## config.mk

```make
export PLATFORM = sky130hd
export DESIGN_NAME = spi_evt_cmd_regs
export DESIGN_NICKNAME = d
export VERILOG_FILES = /design/src/rtl/spi_regs_pkg.sv /design/src/rtl/spi_word_fifo.sv /design/src/rtl/spi_evt_unit.sv /design/src/rtl/spi_xfer_ctrl.sv /design/src/rtl/spi_evt_cmd_regs.sv
export SDC_FILE = /design/constraint.sdc
export NUM_CORES = 2
export LEC_CHECK = 0
export ABC_AREA = 1
export BUFFER_PORTS_ARGS = -buffer_cell sky130_fd_sc_hd__buf_4
export CORE_MARGIN = 2
export CORE_UTILIZATION = 55
export CTS_CLUSTER_DIAMETER = 200
export DETAILED_ROUTE_END_ITERATION = 7
export GPL_ROUTABILITY_DRIVEN = 0
export PLACE_DENSITY = 0.71
export SKIP_CTS_REPAIR_TIMING = 1
export SYNTH_ARGS = -nofsm -noshare
export SYNTH_HDL_FRONTEND = slang
export SYNTH_SLANG_ARGS = --single-unit
export TNS_END_PERCENT = 10
```

## constraint.sdc

```tcl
create_clock -name clk -period 5.55 [get_ports clk]
set_clock_uncertainty 0.15 [all_clocks]
set_input_delay 0 -clock clk [delete_from_list [all_inputs] [get_ports clk]]
set_output_delay 0 -clock clk [all_outputs]
set_load 0.005 [all_outputs]
```

## src/rtl/spi_regs_pkg.sv

```systemverilog
package spi_regs_pkg;

  localparam logic [5:0] OFF_MODE = 6'h00;
  localparam logic [5:0] OFF_EVT  = 6'h04;
  localparam logic [5:0] OFF_MASK = 6'h08;
  localparam logic [5:0] OFF_CMD  = 6'h0C;
  localparam logic [5:0] OFF_TXP  = 6'h10;
  localparam logic [5:0] OFF_RXP  = 6'h14;
  localparam logic [5:0] OFF_CSM0 = 6'h20;

  localparam int NUM_CS = 4;
  localparam int EVT_W  = 10;

  // event flag positions
  localparam int EB_RXNE  = 9;
  localparam int EB_TXNF  = 8;
  localparam int EB_DONE  = 3;
  localparam int EB_RXOVF = 2;
  localparam int EB_TXOVF = 1;
  localparam int EB_RXUNF = 0;

  localparam logic [31:0] MODE_KEEP  = 32'hC000_3F3F;
  localparam logic [31:0] MODE_RESET = 32'h0000_0403;

  typedef struct packed {
    logic [1:0]  cs;
    logic [15:0] len_m1;
  } cmd_t;

  function automatic logic [5:0] cs_offset(input int idx);
    return OFF_CSM0 + 6'(4 * idx);
  endfunction

  function automatic logic [31:0] evt_word(input logic [EVT_W-1:0] flags,
                                           input logic [5:0] rx_cnt,
                                           input logic [5:0] tx_cnt);
    logic [31:0] w;
    w = '0;
    w[29:24] = rx_cnt;
    w[21:16] = tx_cnt;
    w[EVT_W-1:0] = flags;
    return w;
  endfunction

  function automatic cmd_t cmd_decode(input logic [31:0] w);
    cmd_t c;
    c.cs = w[31:30];
    c.len_m1 = w[15:0];
    return c;
  endfunction

  function automatic logic [16:0] byte_total(input logic [15:0] len_m1);
    return {1'b0, len_m1} + 17'd1;
  endfunction

endpackage

```

## src/rtl/spi_word_fifo.sv

```systemverilog
module spi_word_fifo #(
  parameter int W = 32,
  parameter int DEPTH = 32,
  localparam int PW = (DEPTH > 1) ? $clog2(DEPTH) : 1,
  localparam int CW = $clog2(DEPTH + 1)
) (
  input  logic          clk,
  input  logic          rst_n,
  input  logic          push,
  input  logic [W-1:0]  wdata,
  input  logic          pop,
  output logic [W-1:0]  rdata,
  output logic [CW-1:0] count,
  output logic          full,
  output logic          empty
);

  logic [W-1:0]  mem [DEPTH];
  logic [PW-1:0] wr_ptr, rd_ptr;
  logic          do_push, do_pop;

  assign full    = (count == CW'(DEPTH));
  assign empty   = (count == '0);
  assign do_push = push && !full;
  assign do_pop  = pop && !empty;
  assign rdata   = mem[rd_ptr];

  function automatic logic [PW-1:0] ptr_next(input logic [PW-1:0] p);
    return (p == PW'(DEPTH - 1)) ? '0 : p + 1'b1;
  endfunction

  always_ff @(posedge clk) begin
    if (do_push) mem[wr_ptr] <= wdata;
  end

  always_ff @(posedge clk or negedge rst_n) begin
    if (!rst_n) begin
      wr_ptr <= '0;
      rd_ptr <= '0;
      count  <= '0;
    end else begin
      if (do_push) wr_ptr <= ptr_next(wr_ptr);
      if (do_pop)  rd_ptr <= ptr_next(rd_ptr);
      case ({do_push, do_pop})
        2'b10:   count <= count + 1'b1;
        2'b01:   count <= count - 1'b1;
        default: count <= count;
      endcase
    end
  end

endmodule

```

## src/rtl/spi_evt_unit.sv

```systemverilog
module spi_evt_unit
  import spi_regs_pkg::*;
(
  input  logic             clk,
  input  logic             rst_n,
  input  logic [EVT_W-1:0] set_vec,
  input  logic             clr_en,
  input  logic [EVT_W-1:0] clr_vec,
  input  logic [EVT_W-1:0] enable_vec,
  output logic [EVT_W-1:0] flags,
  output logic             irq
);

  logic [EVT_W-1:0] clr_eff;

  assign clr_eff = clr_en ? clr_vec : '0;

  // set wins over a same-cycle clear
  always_ff @(posedge clk or negedge rst_n) begin
    if (!rst_n) flags <= '0;
    else        flags <= (flags & ~clr_eff) | set_vec;
  end

  assign irq = |(flags & enable_vec);

endmodule

```

## src/rtl/spi_xfer_ctrl.sv

```systemverilog
module spi_xfer_ctrl
  import spi_regs_pkg::*;
(
  input  logic        clk,
  input  logic        rst_n,
  input  logic        cmd_wr,
  input  cmd_t        cmd,
  input  logic        enable,
  input  logic [31:0] csmode [NUM_CS],
  input  logic        byte_done,
  output logic        start,
  output logic [1:0]  cs,
  output logic [15:0] len_m1,
  output logic [31:0] csmode_sel,
  output logic        busy,
  output logic        last_byte
);

  logic [16:0] remain;
  logic        accept;

  assign busy      = (remain != '0);
  assign accept    = cmd_wr && enable && !busy;
  assign last_byte = busy && byte_done && (remain == 17'd1);
  assign csmode_sel = csmode[cs];

  always_ff @(posedge clk or negedge rst_n) begin
    if (!rst_n) begin
      start  <= 1'b0;
      cs     <= '0;
      len_m1 <= '0;
      remain <= '0;
    end else begin
      start <= accept;
      if (accept) begin
        cs     <= cmd.cs;
        len_m1 <= cmd.len_m1;
        remain <= byte_total(cmd.len_m1);
      end else if (busy && byte_done) begin
        remain <= remain - 1'b1;
      end
    end
  end

endmodule

```

## src/rtl/spi_evt_cmd_regs.sv

```systemverilog
module spi_evt_cmd_regs
  import spi_regs_pkg::*;
#(
  parameter int DEPTH = 32,
  localparam int CW = $clog2(DEPTH + 1)
) (
  input  logic        clk,
  input  logic        rst_n,
  input  logic        bus_wr,
  input  logic        bus_rd,
  input  logic [5:0]  bus_addr,
  input  logic [31:0] bus_wdata,
  output logic [31:0] bus_rdata,
  output logic        irq,
  output logic        cfg_enable,
  output logic        cfg_loop,
  output logic [31:0] tx_data,
  output logic        tx_valid,
  input  logic        tx_take,
  input  logic [31:0] rx_data,
  input  logic        rx_put,
  input  logic        byte_done,
  output logic        xfer_start,
  output logic [1:0]  xfer_cs,
  output logic [15:0] xfer_len_m1,
  output logic [31:0] xfer_csmode,
  output logic        xfer_busy
);

  logic [31:0]      mode_q;
  logic [EVT_W-1:0] mask_q;
  logic [31:0]      csmode_q [NUM_CS];

  // named internal events
  logic wr_mode, wr_evt, wr_mask, wr_cmd, wr_txp, rd_rxp;
  logic tx_full, tx_empty, rx_full, rx_empty;
  logic [CW-1:0] tx_cnt, rx_cnt;
  logic [31:0]   rx_head;
  logic [EVT_W-1:0] evt_set, evt_flags;
  logic tx_overflow, rx_overflow, rx_underflow, last_byte;
  logic mask_any;

  assign wr_mode = bus_wr && (bus_addr == OFF_MODE);
  assign wr_evt  = bus_wr && (bus_addr == OFF_EVT);
  assign wr_mask = bus_wr && (bus_addr == OFF_MASK);
  assign wr_cmd  = bus_wr && (bus_addr == OFF_CMD);
  assign wr_txp  = bus_wr && (bus_addr == OFF_TXP);
  assign rd_rxp  = bus_rd && (bus_addr == OFF_RXP);

  assign tx_overflow  = wr_txp && tx_full;
  assign rx_overflow  = rx_put && rx_full;
  assign rx_underflow = rd_rxp && rx_empty;
  assign mask_any     = |mask_q;

  always_ff @(posedge clk or negedge rst_n) begin
    if (!rst_n) begin
      mode_q <= MODE_RESET;
      mask_q <= '0;
    end else begin
      if (wr_mode) mode_q <= bus_wdata & MODE_KEEP;
      if (wr_mask) mask_q <= bus_wdata[EVT_W-1:0];
    end
  end

  generate
    for (genvar g = 0; g < NUM_CS; g++) begin : g_csmode
      always_ff @(posedge clk or negedge rst_n) begin
        if (!rst_n) csmode_q[g] <= '0;
        else if (bus_wr && (bus_addr == cs_offset(g))) csmode_q[g] <= bus_wdata;
      end
    end
  endgenerate

  assign cfg_enable = mode_q[31];
  assign cfg_loop   = mode_q[30];

  spi_word_fifo #(.W(32), .DEPTH(DEPTH)) u_tx_fifo (
    .clk   (clk),
    .rst_n (rst_n),
    .push  (wr_txp),
    .wdata (bus_wdata),
    .pop   (tx_take),
    .rdata (tx_data),
    .count (tx_cnt),
    .full  (tx_full),
    .empty (tx_empty)
  );
  assign tx_valid = !tx_empty;

  spi_word_fifo #(.W(32), .DEPTH(DEPTH)) u_rx_fifo (
    .clk   (clk),
    .rst_n (rst_n),
    .push  (rx_put),
    .wdata (rx_data),
    .pop   (rd_rxp),
    .rdata (rx_head),
    .count (rx_cnt),
    .full  (rx_full),
    .empty (rx_empty)
  );

  always_comb begin
    evt_set = '0;
    evt_set[EB_RXNE]  = !rx_empty;
    evt_set[EB_TXNF]  = !tx_full;
    evt_set[EB_DONE]  = last_byte;
    evt_set[EB_RXOVF] = rx_overflow;
    evt_set[EB_TXOVF] = tx_overflow;
    evt_set[EB_RXUNF] = rx_underflow;
  end

  spi_evt_unit u_evt (
    .clk        (clk),
    .rst_n      (rst_n),
    .set_vec    (evt_set),
    .clr_en     (wr_evt),
    .clr_vec    (bus_wdata[EVT_W-1:0]),
    .enable_vec (mask_q),
    .flags      (evt_flags),
    .irq        (irq)
  );

  spi_xfer_ctrl u_xfer (
    .clk        (clk),
    .rst_n      (rst_n),
    .cmd_wr     (wr_cmd),
    .cmd        (cmd_decode(bus_wdata)),
    .enable     (cfg_enable),
    .csmode     (csmode_q),
    .byte_done  (byte_done),
    .start      (xfer_start),
    .cs         (xfer_cs),
    .len_m1     (xfer_len_m1),
    .csmode_sel (xfer_csmode),
    .busy       (xfer_busy),
    .last_byte  (last_byte)
  );

  always_comb begin
    bus_rdata = '0;
    case (bus_addr)
      OFF_MODE: bus_rdata = mode_q;
      OFF_EVT:  bus_rdata = evt_word(evt_flags, 6'(rx_cnt), 6'(tx_cnt));
      OFF_MASK: bus_rdata = {{(32-EVT_W){1'b0}}, mask_q};
      OFF_RXP:  bus_rdata = rx_empty ? '0 : rx_head;
      default: begin
        for (int i = 0; i < NUM_CS; i++)
          if (bus_addr == cs_offset(i)) bus_rdata = csmode_q[i];
      end
    endcase
  end

endmodule

```

==> After elaboration in Yosys (flattened, before gate mapping) <==
Memory sizes are Yosys's and may differ from the RTL's.
Cells that the tools add are included.
{ "totals": {"register_bits": 230, "ramBits": 2048, "inputBits": 77, "out_inout_bits": 120, "wordCells": 111, "n_memories": 2} }
{ "op_classes": {"addsub": 10, "magnitude_cmp": 1, "eq_ne": 20, "muxes": 22, "n_bitwise": 5, "reduce_logical": 34} }
{ "mem_list": {"columns": ["memory", "depth", "word_bits", "rd", "rd_ports_with_merged_regs", "wr", "line", "rtl"], "rows": [
  ["u_rx_fifo.mem", 32, 32, 1, 0, 1, "spi_word_fifo.sv:18", "logic [W-1:0] mem [DEPTH];"],
  ["u_tx_fifo.mem", 32, 32, 1, 0, 1, "spi_word_fifo.sv:18", null]
]} }
{ "ops": {"columns": ["operator", "count"], "rows": [
  ["2-to-1 mux 32 bit", 7],
  ["one-hot mux 32 bit (4 select lines)", 1],
  ["binary-select mux 32 bit (select 2 bit)", 1],
  ["equality test 6 bit, second input constant", 6],
  ["2-to-1 mux 17 bit", 2],
  ["one-hot mux 6 bit (2 select lines)", 2],
  ["logical AND 1 bit", 21],
  ["adder 5 x 1 -> 5 bit, second input constant", 4],
  ["bitwise AND 10 bit", 2],
  ["equality test 5 bit, second input constant", 4],
  ["2-to-1 mux 5 bit", 4],
  ["logical NOT 6 bit", 3],
  ["adder 16 x 1 -> 17 bit, second input constant", 1],
  ["equality test 17 x 1 -> 1 bit, second input constant", 1],
  ["nonzero test 17 bit", 1],
  ["subtractor 17 x 1 -> 17 bit, second input constant", 1],
  ["adder 6 x 1 -> 6 bit, second input constant", 2],
  ["equality test 6 x 4 -> 1 bit, second input constant", 2],
  ["equality test 6 x 5 -> 1 bit, second input constant", 2],
  ["subtractor 6 x 1 -> 6 bit, second input constant", 2],
  ["2-to-1 mux 10 bit", 1],
  ["NOT 10 bit", 1],
  ["bitwise OR 10 bit", 1],
  ["OR reduction 10 bit", 1],
  ["8 further kinds", 19]
]} }

==> Depth between registers and ports, before layout <==
{ "depth": {"ltp_word": 6, "mapped_depth": 17, "mapped_depth_nobuf": 17} }

==> Cells and area by module <==
From an unflattened synthesis, not the netlist that was laid out.
{ "unflattened": {"hier_cells": 9321, "hier_area_um2": 98259.2} }
{ "by_module_without_submodules": {"columns": ["mod", "instances", "cells_per_inst", "area_per_inst_um2", "seq_area_each_um2"], "rows": [
  ["spi_word_fifo at u_tx_fifo", 1, 4096, 44340.0, 31149.9],
  ["spi_word_fifo at u_rx_fifo", 1, 3622, 42684.7, 31149.9],
  ["spi_evt_cmd_regs", 1, 1031, 7593.5, 3807.4],
  ["spi_xfer_ctrl", 1, 522, 3194.3, 900.9],
  ["spi_evt_unit", 1, 50, 446.7, 250.2]
]} }

==> Worst setup path before layout <==
OpenSTA, ideal clock, no wires.
{ "synth_timing": {"kind": "register -> register", "startpoint": "register u_rx_fifo.count[0]", "endpoint": "memory u_rx_fifo.mem[7][0], enable pin", "setup_ns": 0.461, "t_arrival_ns": 3.104, "required_time_ns": 4.939, "setup_slack_ns": 1.835, "path_stages_with_launch": 7, "path_buffers": 0, "period_less_slack_ns": 3.715, "cell_sequence": "dfrtp_1 -> inv_1 -> nand3_1 -> nor2_1 -> nor2_1 -> inv_1 -> nor3_1"} }
{ "synth_between": {"elab_chain_len": 5} }
{ "synth_lines": {"columns": ["item", "line", "rtl"], "rows": [
  ["from (decl)", "spi_word_fifo.sv:13", "output logic [CW-1:0] count,"],
  ["from (signal assigned)", "spi_word_fifo.sv:45", "2'b10: count <= count + 1'b1;"],
  ["from (signal assigned)", "spi_word_fifo.sv:46", "2'b01: count <= count - 1'b1;"],
  ["from (signal assigned)", "spi_word_fifo.sv:47", "default: count <= count;"],
  ["equality test 6 bit", "spi_word_fifo.sv:22", "assign full = (count == CW'(DEPTH));"],
  ["logical NOT 1 bit", "spi_word_fifo.sv:24", "assign do_push = push && !full;"],
  ["logical AND 1 bit", "spi_word_fifo.sv:24", null],
  ["2-to-1 mux 1 bit", "spi_word_fifo.sv:33", "if (do_push) mem[wr_ptr] <= wdata;"],
  ["2-to-1 mux 1 bit (implied by the code)", "spi_word_fifo.sv:33", null],
  ["to (decl)", "spi_word_fifo.sv:18", null]
]} }
No other way between the ends.

==> Worst setup path after layout <==
{ "layout_timing": {"startpoint": "register u_tx_fifo.rd_ptr[1]", "endpoint": "output port tx_data[22]"} }
{ "layout_between": {"elab_chain_len": 1} }
{ "layout_lines": {"columns": ["item", "line", "rtl"], "rows": [
  ["from (decl)", "spi_word_fifo.sv:19", "logic [PW-1:0] wr_ptr, rd_ptr;"],
  ["from (signal assigned)", "spi_word_fifo.sv:43", "if (do_pop) rd_ptr <= ptr_next(rd_ptr);"],
  ["memory read (32 x 32 bit)", null, null],
  ["to (decl)", "spi_evt_cmd_regs.sv:17", "output logic [31:0] tx_data,"]
]} }
No other way between the ends.

==> results_tabular.tex <==
\begin{tabular}{lr}
\hline
Metric & Value \\
\hline
\multicolumn{2}{l}{\textbf{Clock tree}} \\
\quad Total number of H-tree levels & 4 \\
\quad Clock Pin Slew Worst Setup and Hold Paths & 0.06 ns \\
\quad Clock root cell & sky130\_fd\_sc\_hd\_\_clkbuf\_16 \\
\quad TritonCTS clock tree & yes \\
\quad Skew-Pair Late Insertion Delay & 0.87 ns \\
\quad Num CTS Buffers & 219 \\
\quad CTS sink cnt & 2278 \\
\quad Worst-case clock buffer depth & 3 \\
\multicolumn{2}{l}{\textbf{Timing}} \\
\quad Final worst-path cycle share & 80.6\% \\
\quad Final max-slew violation count & 0 \\
\quad Period minus WS final & 4.47 ns \\
\quad Setup repair after global routing missed its margin & false \\
\quad Post-Route Setup TNS & 0 ns \\
\quad Max-slew headroom & 13.1\% \\
\quad Highest clock rate & 0.224 GHz \\
\quad Final count of negative-setup-slack endpoints & 0 \\
\quad Final count of hold timing violations & 0 \\
\quad Worst-Margin Slew & 1.30 ns \\
\multicolumn{2}{l}{\textbf{Detailed routing}} \\
\quad DRC errors left & 0 \\
\quad Routed via count & 67100 \\
\quad First DRT Iteration DRCs & 9115 \\
\quad Via density per instance & 5.96 \\
\quad Detailed Routing Iterations Pass 1 & 6 \\
\quad Per-cell routed wire length & 24.1 um \\
\quad Antenna Violating Nets Remaining & 0 \\
\quad Final wirelength & 271000 um \\
\multicolumn{2}{l}{\textbf{Critical path}} \\
\quad Maximum fanout along the worst path & 95 \\
\quad Delay of the slowest critical-path stage & 1.09 ns \\
\quad Critical path arrival & 4.32 ns \\
\quad Req. time, crit path & 5.40 ns \\
\quad Critical path endpoint category & primary output \\
\quad Worst Setup Path Type & flip-flop to primary output \\
\quad Ordered cell list for the critical path & inv\_4 -> buf\_4 -> o21ai\_0 -> o22ai\_1 -> a21oi\_1 -> nand2\_1 -> nand2\_1 -> inv\_1 -> buf\_4 \\
\quad Startpoint kind of the worst setup timing path & flip-flop \\
\quad Slowest-stage cell, CP & sky130\_fd\_sc\_hd\_\_dfrtp\_4 \\
\multicolumn{2}{l}{\textbf{Place}} \\
\quad DP HPWL & 155000 um \\
\quad Port bufs & 196 \\
\quad Total placed cells including tap cells & 10700 \\
\multicolumn{2}{l}{\textbf{Global routing}} \\
\quad Gr usage total & 29.9\% \\
\quad Largest net degree at the start of global routing & 201 \\
\quad Antenna violations before repair & 5 \\
\quad Via count of the first global-routing pass & 62600 \\
\quad Global-route wire length before repair & 394000 um \\
\quad Leftover overflow at the end of global routing & 0 \\
\multicolumn{2}{l}{\textbf{Power}} \\
\quad Fraction of power consumed by combinational cells & 26.1\% \\
\quad Cell area power density & 442 nW/um2 \\
\quad Worst vdd rail ir drop & 0.352 mV \\
\quad Reg power frac & 42.5\% \\
\quad Clock network fraction of design power & 31.4\% \\
\quad Leak pwr & 0.0401 uW \\
\quad Internal power & 31300 uW \\
\quad Fraction of power spent switching nets & 34.0\% \\
\quad Tot Pwr & 47500 uW \\
\quad Switching power & 16100 uW \\
\multicolumn{2}{l}{\textbf{Floorplan}} \\
\quad Num ports & 197 \\
\quad Die Wd & 420 um \\
\quad Total core area & 172000 um2 \\
\quad Die Footprint & 176000 um2 \\
\quad Die height & 420 um \\
\quad Starting utilization of the core area & 55.4\% \\
\quad Row count & 152 \\
\multicolumn{2}{l}{\textbf{Logic synthesis}} \\
\quad Distinct cell type count of the synthesized netlist & 42 \\
\quad Seq/Total Area, Yosys & 70.7\% \\
\quad Warnings from Yosys & 0 \\
\quad Portion of synthesized cell area occupied by the leading cell type & 64.7\% \\
\quad Mean cell area of the mapped netlist & 11.1 um2 \\
\quad Number of enable-type register cells in the synthesized netlist & 2048 \\
\quad Top cell type by total area after synthesis & sky130\_fd\_sc\_hd\_\_edfxtp\_1 \\
\quad Post-synth ARST share & 10.1\% \\
\quad Post-synthesis cell area & 95100 um2 \\
\quad Number of register bits inferred by synthesis & 2278 \\
\quad Most frequently used flop master after synthesis & sky130\_fd\_sc\_hd\_\_edfxtp\_1 \\
\quad Synthesized instance count & 8591 \\
\quad Top cells by area in the synthesized netlist & sky130\_fd\_sc\_hd\_\_edfxtp\_1, sky130\_fd\_sc\_hd\_\_nand2\_1, sky130\_fd\_sc\_hd\_\_dfrtp\_1 \\
\quad Synthesized net count & 8694 \\
\multicolumn{2}{l}{\textbf{Cells and area}} \\
\quad Sequential Area & 67300 um2 \\
\quad Share of layout cells above drive strength 1 & 8.75\% \\
\quad Area growth from synthesis to final layout & 12.9\% \\
\quad Layout net count & 8852 \\
\quad Fillcell total & 13100 \\
\quad Area occupied by multi-input gates & 24100 um2 \\
\quad Number of non-filler instances in the completed layout & 11300 \\
\quad Final Core Density & 62.5\% \\
\multicolumn{2}{l}{\textbf{Run status}} \\
\quad Outcome & complete, no violations \\
\multicolumn{2}{l}{\textbf{Worst hold path}} \\
\quad Path type of the worst min-delay path & input port to flip-flop \\
\multicolumn{2}{l}{\textbf{Run}} \\
\quad Maximum Capacitance Violations & 0 \\
\hline
\end{tabular}
==> kinds of logic after synthesis <==
| kind of cell | count (synthesis) | synth area share [%] |
|---|---|---|
| buffers and inverters | 1057 | 4.51 |
| XOR/XNOR | 29 | 0.267 |
| AO/OA/AOI/OAI | 1348 | 7.63 |
| flip-flops | 2278 | 70.7 |
| AND/OR/NAND/NOR | 3853 | 16.5 |
| adder cells (fa/ha/maj) | 26 | 0.350 |
==> registers in the layout (all words and copies together), names as in the netlist <==
signal,flops
u_rx_fifo.wr_ptr,5
u_xfer.remain,17
u_xfer.len_m1,16
u_tx_fifo.mem,1024
u_tx_fifo.wr_ptr,5
u_tx_fifo.rd_ptr,5
u_rx_fifo.count,6
mode_q,14
u_rx_fifo.mem,1024
u_tx_fifo.count,6
u_xfer.cs,2
u_rx_fifo.rd_ptr,5
u_xfer.start,1
csmode_q,128
u_evt.flags,10
mask_q,10
==> placed cells by master (no fill, tap or decap), types with 11 or more instances in the layout <==
| cell | n |
|---|---|
| sky130_fd_sc_hd__a21oi_1 | 179 |
| sky130_fd_sc_hd__buf_12 | 19 |
| sky130_fd_sc_hd__buf_4 | 298 |
| sky130_fd_sc_hd__bufinv_16 | 19 |
| sky130_fd_sc_hd__clkbuf_1 | 41 |
| sky130_fd_sc_hd__clkbuf_16 | 220 |
| sky130_fd_sc_hd__clkinv_1 | 51 |
| sky130_fd_sc_hd__clkinv_2 | 56 |
| sky130_fd_sc_hd__dfrtp_1 | 218 |
| sky130_fd_sc_hd__dlygate4sd3_1 | 119 |
| sky130_fd_sc_hd__edfxtp_1 | 2048 |
| sky130_fd_sc_hd__ha_1 | 25 |
| sky130_fd_sc_hd__inv_1 | 538 |
| sky130_fd_sc_hd__nand2_1 | 1858 |
| sky130_fd_sc_hd__nand3_1 | 823 |
| sky130_fd_sc_hd__nand4_1 | 17 |
| sky130_fd_sc_hd__nor2_1 | 1026 |
| sky130_fd_sc_hd__nor2_4 | 60 |
| sky130_fd_sc_hd__nor3_1 | 11 |
| sky130_fd_sc_hd__o211ai_1 | 133 |
| sky130_fd_sc_hd__o21ai_0 | 825 |
| sky130_fd_sc_hd__o21ai_1 | 91 |
| sky130_fd_sc_hd__o22ai_1 | 103 |
| sky130_fd_sc_hd__or2_2 | 26 |
| sky130_fd_sc_hd__xor2_1 | 24 |
==> path summary, 6_finish.rpt <==
check	depth (start not counted)	slack, ns	to	from
setup / recovery	9	1.08	tx_data[22]	u_tx_fifo.rd_ptr[1]
hold / removal	2	0.007	u_rx_fifo.mem[3][21]	rx_data[21]
setup reg to reg	7	1.61	u_rx_fifo.mem[26][26]	u_rx_fifo.count[0]
hold reg to reg	2	0.34	mode_q[12]	mode_q[12]
max in group asynchronous	4	4.18	u_rx_fifo.rd_ptr[0]	rst_n
min in group asynchronous	3	0.13	mode_q[1]	rst_n
==> critical path, delay by kind of cell (launching register included) <==
| family | cells | cell delay (ns) |
|---|---|---|
| compound gates | 3 | 0.59 |
| buf+inv | 4 | 1.20 |
| flops | 1 | 1.09 |
| simple gates | 2 | 0.42 |
==> final cells by class <==
class                      instances  area share [%]
clock inverter                   148            1.31
tap                             2310            2.69
clock buffer                     268            5.36
multi-input combinational       5256            22.4
sequential                      2278            62.7
inverter                         556            1.97
antenna                            1         0.00233
timing repair buffer             438            3.59
==> metal layers <==
metal / global-route usage (%) / share of wire, % / up-vias
met3: 4.96 / 9.9 / 584
li1: - / - / 29900
met2: 47.6 / 47 / 3904
met4: 13.9 / 4.8 / 4
met5: 0 / 0.0096 / -
met1: 40.5 / 38 / 32600
==> synthesized netlist by cell type, types with 2 or more instances <==
cell type	n
sky130_fd_sc_hd__nand2_2	4
sky130_fd_sc_hd__nand4_1	17
sky130_fd_sc_hd__o211ai_1	133
sky130_fd_sc_hd__a22oi_1	4
sky130_fd_sc_hd__ha_1	25
sky130_fd_sc_hd__o21bai_1	2
sky130_fd_sc_hd__o21ai_1	91
sky130_fd_sc_hd__o21a_1	2
sky130_fd_sc_hd__a221oi_1	2
sky130_fd_sc_hd__xor2_1	24
sky130_fd_sc_hd__dfstp_2	3
sky130_fd_sc_hd__buf_6	14
sky130_fd_sc_hd__clkinv_1	5
sky130_fd_sc_hd__buf_4	7
sky130_fd_sc_hd__xnor2_1	5
sky130_fd_sc_hd__edfxtp_1	2048
sky130_fd_sc_hd__inv_2	8
sky130_fd_sc_hd__o21ai_0	825
sky130_fd_sc_hd__a21oi_1	179
sky130_fd_sc_hd__nand2_1	1861
sky130_fd_sc_hd__clkbuf_1	259
sky130_fd_sc_hd__o22ai_1	103
sky130_fd_sc_hd__buf_2	155
sky130_fd_sc_hd__dfrtp_1	227
sky130_fd_sc_hd__buf_1	65
sky130_fd_sc_hd__or2_0	4
sky130_fd_sc_hd__o2bb2ai_1	5
sky130_fd_sc_hd__inv_1	543
sky130_fd_sc_hd__nand3b_1	2
sky130_fd_sc_hd__nor3_1	18
sky130_fd_sc_hd__nor2_1	1087
sky130_fd_sc_hd__or2_2	26
sky130_fd_sc_hd__nor3_2	2
sky130_fd_sc_hd__nor2_2	5
sky130_fd_sc_hd__nor4_1	2
sky130_fd_sc_hd__nand3_1	823
==> through the flow <==
step	setup slack, ns	cell area (um2)	hold WS (ns)
detailed placement	1.58	98900	-0.114
CTS	1.12	106000	-1.05
finish	1.08	107000	0.00714
floorplan	1.83	95100	-0.446
global placement	1.69	98900	-0.117
global route	0.867	107000	0.00143
==> power groups by stage <==
stage          Sequential, uW  Combinational, uW  Clock (uW)
2_1_floorplan           20100               7810           0
3_3_place_gp            20500              11900           0
3_5_place_dp            20500              12100           0
4_1_cts                 20100              12200       15000
5_1_grt                 20200              13500       15600
6_report                20200              12400       14900
Power figures use the tool's default switching activity.
